**config.mk**
```make
export PLATFORM = sky130hd
export DESIGN_NAME = nand_status_reg
export DESIGN_NICKNAME = d
export VERILOG_FILES = /design/src/rtl/nand_status_pkg.sv /design/src/rtl/nand_status_ctrl.sv /design/src/rtl/nand_status_dp.sv /design/src/rtl/nand_status_reg.sv
export SDC_FILE = /design/constraint.sdc
export NUM_CORES = 1
export LEC_CHECK = 0
export ABC_AREA = 0
export BUFFER_PORTS_ARGS = -buffer_cell sky130_fd_sc_hd__buf_4
export CORE_UTILIZATION = 26
export DETAILED_ROUTE_END_ITERATION = 16
export PLACE_DENSITY_LB_ADDON = 0.1
export SETUP_SLACK_MARGIN = 0.05
export SLEW_MARGIN = 20
export SYNTH_ARGS = -nofsm -noshare
export SYNTH_HDL_FRONTEND = slang
export SYNTH_SLANG_ARGS = --single-unit
```
**constraint.sdc**
```tcl
create_clock -name clk -period 1.45 [get_ports clk]
set_clock_uncertainty 0.1 [all_clocks]
set_input_delay 0.0725 -clock clk [delete_from_list [all_inputs] [get_ports clk]]
set_output_delay 0.0725 -clock clk [all_outputs]
set_load 0.01 [all_outputs]
```
**src/rtl/nand_status_pkg.sv**
```systemverilog
package nand_status_pkg;
  localparam int WORD_W      = 32;
  localparam int RNB_BIT     = 0;
  localparam int CE0_BIT     = 2;
  localparam int CE1_BIT     = 3;
  localparam int EVT_BASE    = 4;   // sticky flags occupy EVT_BASE .. EVT_BASE+NUM_FLAGS-1
  localparam int NUM_FLAGS   = 3;
  localparam int FLAG_RNB    = 0;   // bit 4
  localparam int FLAG_ILL    = 1;   // bit 5
  localparam int FLAG_ECC    = 2;   // bit 6
  localparam int BOOT_BIT    = 23;

  typedef struct packed {
    logic [NUM_FLAGS-1:0] setEvt;
    logic [NUM_FLAGS-1:0] clrEvt;
  } statStrobes_t;
endpackage

```
**src/rtl/nand_status_ctrl.sv**
```systemverilog
module nand_status_ctrl
  import nand_status_pkg::*;
#(
  parameter int SYNC_STAGES = 2
) (
  input  logic              clk,
  input  logic              rstN,
  input  logic              rnbIn,
  input  logic              edgeSelFall,
  input  logic              eccDecodeDone,
  input  logic              lockActive,
  input  logic              progEraseReq,
  input  logic              regWrEn,
  input  logic [WORD_W-1:0] regWrData,
  output logic              rnbLevel,
  output statStrobes_t      strb
);
  logic [SYNC_STAGES-1:0] rnbPipe;
  logic                   rnbPrev;
  logic                   riseSeen;
  logic                   fallSeen;
  logic                   unusedWrBits;

  always_ff @(posedge clk or negedge rstN) begin
    if (!rstN) begin
      rnbPipe <= '1;
      rnbPrev <= 1'b1;
    end else begin
      rnbPipe <= {rnbPipe[SYNC_STAGES-2:0], rnbIn};
      rnbPrev <= rnbPipe[SYNC_STAGES-1];
    end
  end

  assign rnbLevel = rnbPipe[SYNC_STAGES-1];
  assign riseSeen = rnbLevel & ~rnbPrev;
  assign fallSeen = ~rnbLevel & rnbPrev;

  always_comb begin
    strb = '0;
    strb.setEvt[FLAG_RNB] = edgeSelFall ? fallSeen : riseSeen;
    strb.setEvt[FLAG_ILL] = progEraseReq & lockActive;
    strb.setEvt[FLAG_ECC] = eccDecodeDone;
    for (int i = 0; i < NUM_FLAGS; i++)
      strb.clrEvt[i] = regWrEn & regWrData[EVT_BASE+i];
  end

  assign unusedWrBits = ^{regWrData[WORD_W-1:EVT_BASE+NUM_FLAGS], regWrData[EVT_BASE-1:0]};

  // an illegal-access strobe never leaves without an active lock
  assert_illegal_needs_lock_R5: assert property (@(posedge clk) disable iff (!rstN)
    strb.setEvt[FLAG_ILL] |-> lockActive);
endmodule

```
**src/rtl/nand_status_dp.sv**
```systemverilog
module nand_status_dp
  import nand_status_pkg::*;
(
  input  logic              clk,
  input  logic              rstN,
  input  statStrobes_t      strb,
  input  logic              rnbLevel,
  input  logic [1:0]        chipEnOut,
  input  logic              bootDoneIn,
  input  logic [NUM_FLAGS-1:0] irqEn,
  output logic [WORD_W-1:0] statusWord,
  output logic [NUM_FLAGS-1:0] irqVec
);
  logic [NUM_FLAGS-1:0] flagVec;
  logic                 bootReg;

  localparam logic [NUM_FLAGS-1:0] FLAG_RST = NUM_FLAGS'(1) << FLAG_RNB;

  genvar g;
  generate
    for (g = 0; g < NUM_FLAGS; g++) begin : gFlag
      always_ff @(posedge clk or negedge rstN) begin
        if (!rstN)                 flagVec[g] <= FLAG_RST[g];
        else if (strb.setEvt[g])   flagVec[g] <= 1'b1;
        else if (strb.clrEvt[g])   flagVec[g] <= 1'b0;
      end

      // a set strobe always leaves the flag set
      assert_set_wins_R7: assert property (@(posedge clk) disable iff (!rstN)
        strb.setEvt[g] |=> flagVec[g]);
      // a lone clear strobe empties the flag
      assert_clear_R6: assert property (@(posedge clk) disable iff (!rstN)
        (strb.clrEvt[g] && !strb.setEvt[g]) |=> !flagVec[g]);
      // without strobes the flag keeps its value
      assert_hold_R6: assert property (@(posedge clk) disable iff (!rstN)
        (!strb.clrEvt[g] && !strb.setEvt[g]) |=> $stable(flagVec[g]));
    end
  endgenerate

  always_ff @(posedge clk or negedge rstN) begin
    if (!rstN) bootReg <= 1'b1;
    else       bootReg <= bootDoneIn;
  end

  always_comb begin
    statusWord = '0;
    statusWord[RNB_BIT]  = rnbLevel;
    statusWord[CE0_BIT]  = chipEnOut[0];
    statusWord[CE1_BIT]  = chipEnOut[1];
    statusWord[EVT_BASE +: NUM_FLAGS] = flagVec;
    statusWord[BOOT_BIT] = bootReg;
  end

  assign irqVec = flagVec & irqEn;

  // boot-done bit tracks its input one edge later
  assert_boot_follow_R10: assert property (@(posedge clk) disable iff (!rstN)
    bootDoneIn |=> statusWord[BOOT_BIT]);
endmodule

```
**src/rtl/nand_status_reg.sv**
```systemverilog
module nand_status_reg
  import nand_status_pkg::*;
(
  input  logic        clk,
  input  logic        rstN,
  input  logic        regWrEn,
  input  logic [31:0] regWrData,
  output logic [31:0] regRdData,
  input  logic        rnbIn,
  input  logic [1:0]  chipEnOut,
  input  logic        edgeSelFall,
  input  logic        eccDecodeDone,
  input  logic        lockActive,
  input  logic        progEraseReq,
  input  logic        bootDoneIn,
  input  logic        irqEnRnb,
  input  logic        irqEnIllegal,
  input  logic        irqEnEcc,
  output logic        irqRnb,
  output logic        irqIllegal,
  output logic        irqEcc
);
  statStrobes_t         strb;
  logic                 rnbLevel;
  logic [NUM_FLAGS-1:0] irqEn;
  logic [NUM_FLAGS-1:0] irqVec;

  always_comb begin
    irqEn = '0;
    irqEn[FLAG_RNB] = irqEnRnb;
    irqEn[FLAG_ILL] = irqEnIllegal;
    irqEn[FLAG_ECC] = irqEnEcc;
  end

  nand_status_ctrl #(.SYNC_STAGES(2)) u_ctrl (
    .clk(clk), .rstN(rstN), .rnbIn(rnbIn), .edgeSelFall(edgeSelFall),
    .eccDecodeDone(eccDecodeDone), .lockActive(lockActive),
    .progEraseReq(progEraseReq), .regWrEn(regWrEn), .regWrData(regWrData),
    .rnbLevel(rnbLevel), .strb(strb)
  );

  nand_status_dp u_dp (
    .clk(clk), .rstN(rstN), .strb(strb), .rnbLevel(rnbLevel),
    .chipEnOut(chipEnOut), .bootDoneIn(bootDoneIn), .irqEn(irqEn),
    .statusWord(regRdData), .irqVec(irqVec)
  );

  assign irqRnb     = irqVec[FLAG_RNB];
  assign irqIllegal = irqVec[FLAG_ILL];
  assign irqEcc     = irqVec[FLAG_ECC];

  // a disabled interrupt never asserts
  assert_irq_gate_R9: assert property (@(posedge clk) disable iff (!rstN)
    (!irqEnEcc |-> !irqEcc) and (!irqEnRnb |-> !irqRnb) and (!irqEnIllegal |-> !irqIllegal));
endmodule

```
======== Word-level counts from Yosys, hierarchy flattened ========
Cells that the tools add are included.
word-level totals
  bits in registers ....................... 7
  word-level logic and storage cells ...... 25
  output and inout bits ................... 35
cells by class
  muxes and demuxes ....................... 7
  reductions and logical operators ........ 3
  bitwise operators ....................... 9
operator list
  kind                number
  1-bit 2-to-1 mux    7
  1-bit bitwise AND   6
  2-bit nonzero test  3
  3-bit bitwise AND   1
  1-bit inverter      2

======== Longest topological paths before layout ========
  depth after elaboration ................. 4
  gate-level depth with buffers ........... 2

======== By module ========
Synthesis repeated with hierarchy kept, for this count alone.
second synthesis, totals
  cell total of the unflattened synthesis .. 54
  area total of the unflattened synthesis .. 510.5 um2
by module, submodules not included
  module            times used  cells each  area an instance (um2)  seq. area each (um2)
  nand_status_dp    1           43          376.6                   102.6
  nand_status_ctrl  1           11          133.9                   78.8

======== Worst setup path after synthesis ========
Ideal clock, no wire load.
  path type ............................... register -> register
  start ................................... register u_ctrl.rnbPipe[1]
  end ..................................... register u_dp.flagVec[0] (netlist: u_dp.statusWord[4])
  period minus slack after synthesis ...... 1.113 ns
  library setup time ...................... 0.083 ns
  arrival time ............................ 0.929 ns
  cell stages (with the launch flop) ...... 3
  path slack .............................. 0.337 ns
  path buffers ............................ 0
  cell sequence ........................... dfstp_2 and3b_1 a221o_1
between the ends
  longest elaborated chain between the ends .. 4
  elaborated cells between the ends (all ways) .. 6
ends and longest elaborated chain
  element                                                 line                    source
  start: declaration                                      nand_status_ctrl.sv:18  logic [SYNC_STAGES-1:0] rnbPipe;
  start signal: assignment                                nand_status_ctrl.sv:29  rnbPipe <= {rnbPipe[SYNC_STAGES-2:0], rnbIn};
  1-bit inverter                                          nand_status_ctrl.sv:36  assign fallSeen = ~rnbLevel & rnbPrev;
  1-bit bitwise AND                                       nand_status_ctrl.sv:36
  1-bit 2-to-1 mux (*)                                    nand_status_ctrl.sv:40  strb.setEvt[FLAG_RNB] = edgeSelFall ? fallSeen : riseSeen;
  1-bit 2-to-1 mux or 2-bit nonzero test (tied branches)  --
  end signal: indexed assignment                          nand_status_dp.sv:23    if (!rstN) flagVec[g] <= FLAG_RST[g];
  end: declaration                                        nand_status_dp.sv:14    logic [NUM_FLAGS-1:0] flagVec;
Every way passes the cells marked *; elsewhere a longest branch is shown, timed or not.
A chain may end at the register's enable or synchronous reset.

======== Worst setup path after layout ========
  start ................................... input port eccDecodeDone
  end ..................................... register u_dp.flagVec[2] (netlist: u_dp.statusWord[6])
between the ends
  longest elaborated chain between the ends .. 1
  elaborated cells between the ends (all ways) .. 2
ends and longest elaborated chain
  element                                                 line                   source
  start: declaration                                      nand_status_reg.sv:12  input logic eccDecodeDone,
  1-bit 2-to-1 mux or 2-bit nonzero test (tied branches)  --
Parallel ways exist; a longest one is shown, timed or not.

==> summary.md <==
| Metric | Value |
|---|---|
| Initial antenna violation count | 0 |
| Layout cells sized above 1 | 0.3947 |
| Clk slew on worst S/H paths | 0.05 ns |
| GP Congestion | 0.5849 |
| F_max | 721.5 MHz |
| TritonCTS clock tree | yes |
| Worst Path Required | 1.48 ns |
| FF+latch count, synth | 7 |
| LEAKAGE | 0.0003382 uW |
| Status | finished clean |
| Mapped Avg Cell Area | between 9 and 10 um^2 |
| Via count | 323 |
| Max_cap viols | 0 |
| # nets final | 123 |
| Core Area | 0.001708 mm^2 |
| DP HPWL | between 500 and 600 um |
| Critical path fanouts, max | 1 |
| Max-slew violations | 0 |
| Die Span X | 44.60 um |
| CTS H-tree lvls | 1 |
| Top-Level Pins | just over 80 |
| Synth top area cells | buf_4 (46%), dfstp_2 (28%), dfrtp_1 (11%) |
| Period utilization | 0.9559 |
| Vias in the first global route | 290 |
| DRT Pass-1 Iters | 2 |
| DRT iter0 DRCs | 1 |
| CTS Buf Count | 3 |
| Grt total ovfl | 0 |
| Clk Latency, worst-skew pair | between 0.2 and 0.25 ns |
| Final worst slack | 0.06398 ns |
| Hold WS | 0.02963 ns |
| VDD IR-drop max | 0.3009 mV |
| Top cell type's share of synthesized area | 0.4615 |
| Fillcell total | 180 |
| Remaining DRCs | 0 |
| Worst EP arrival | 1.42 ns |
| Clock Sinks | 7 |
| Buffer depth of the longest clock path | 2 |
| Min-Delay Path Depth | 3 |
| Layout area overhead | 35.01% |
| Commonest non-fill, non-tap cells in the layout | conb_1 (25), buf_4 (22), dlygate4sd3_1 (7) |
| Setup CP Type | primary input to register |
| Rows | 15 |
| Cts hold-fix bufs | 7 |
| Most common cell after layout, fill and taps aside | conb_1 |
| HP Class | primary input to register |
| Largest net degree at the start of global routing | 8 |
| Setup_tns | 0 ns |
| Routed WL | 705 um |
| Pre-CTS setup slack | 0.3057 ns |
| Fin cells | 101 |
| Yosys top cell by area | buf_4 |
| Mapped cell area | 471.7 um^2 |
| Startpoint Class | primary input |
| Die area | 0.001989 mm^2 |
| # resized after CTS | 0 |
| # diodes | 0 |
| Die Height | 44.60 um |
| DR WL/cell | 6.980 um |
| Cell count after placement | 90 |
| First-pass GRT wire length | approximately 1100 um |
| CTS Root Cell | clkbuf_4 |
| Post-synthesis sequential area ratio | 0.3846 |
| Unique cell type count in the Yosys netlist | 11 |
| Final core utilization | 0.3729 |
| Min Tclk post-route | 1.386 ns |
| Hold Fails Final Rpt | 0 |
| PortBufs | 22 |
| CP Capture Type | register |
| Via/cell ratio | 3.198 |
| Multi-input logic area | 162.7 um^2 |
| R2R depth | 2 |
| RSZ-0062 raised after global routing | false |
| Total track usage | 0.08432 |
| Starting density of the core | 0.2762 |
| # setup viols final | 0 |
| Post-CTS Setup Inserts | 0 |
| Yosys Warn Count | 0 |
| Final ANT Viol Nets | 0 |
| Power per cell area | 841.7 mW/mm^2 |
| Storage cell area | approximately 180 um^2 |
| Synth Instances | 48 |
## report_power, final
part           switching, uW  total [uW]  leakage, uW  internal (uW)
Combinational           62.3         133     0.000249           70.9
Clock                   70.8         176    0.0000150            105
Sequential              9.47         227    0.0000739            218
## Yosys cell counts, drive strengths merged
cell type / count
buf: 29
dfstp: 5
and2: 3
nand2: 3
dfrtp: 2
a21o: 1
a221o: 1
a22o: 1
and3b: 1
conb: 1
nor2: 1
## flip-flops by register name, indices dropped and copies added (netlist names)
signal	cells
u_dp.statusWord	3
u_ctrl.rnbPipe	2
u_ctrl.rnbPrev	1
u_dp.bootReg	1
## area by class of cell
cell class | instances | share of cell area
Timing Repair Buffer | 29 | 0.3694
Sequential cell | 7 | 0.2849
Multi-Input combinational cell | 36 | 0.2554
Tap cell | 25 | 0.04912
Clock buffer | 4 | 0.04126
## through the flow
step | instance area [um^2] | total power, uW
floorplan | 561.8 | 342.8
global route | 636.9 | 577.9
global placement | 540.5 | 348.2
CTS | 636.9 | 550.2
detailed placement | 540.5 | 348.2
finish | 636.9 | 536.1
## worst paths after layout
path / slack (ns) / endpoint / startpoint
min in group asynchronous: 0.06 / u_dp.statusWord[6] / rstN
hold / removal: 0.03 / u_dp.statusWord[5] / regWrData[5]
hold reg to reg: 0.25 / u_ctrl.rnbPipe[1] / u_ctrl.rnbPipe[0]
setup / recovery: 0.06 / u_dp.statusWord[6] / eccDecodeDone
max in group asynchronous: 0.98 / u_ctrl.rnbPrev / rstN
setup reg to reg: 0.14 / u_dp.statusWord[6] / u_dp.statusWord[6]
## metal layers
layer	part of all wire	global-route usage	vias up
li1	-	-	151
met1	0.37	0.06983	147
met2	0.54	0.1471	25
met3	0.087	0.04082	0
met4	0	0.07273	0
met5	0	0	-
## cell families (layout without fill, tap and decap cells)
kind of cell    Yosys count  in the layout  synth area share
other cells               1             25          0.007950
simple gates              8              8           0.09018
buf+inv                  29             33            0.4615
flops                     7              7            0.3846
compound gates            3              3           0.05571
## critical path, cell delays in order
cell	delay, ns
dlygate4sd3_1	0.53
buf_4	0.13
a21o_1	0.14
dlygate4sd3_1	0.54
Power figures use the tool's default switching activity.
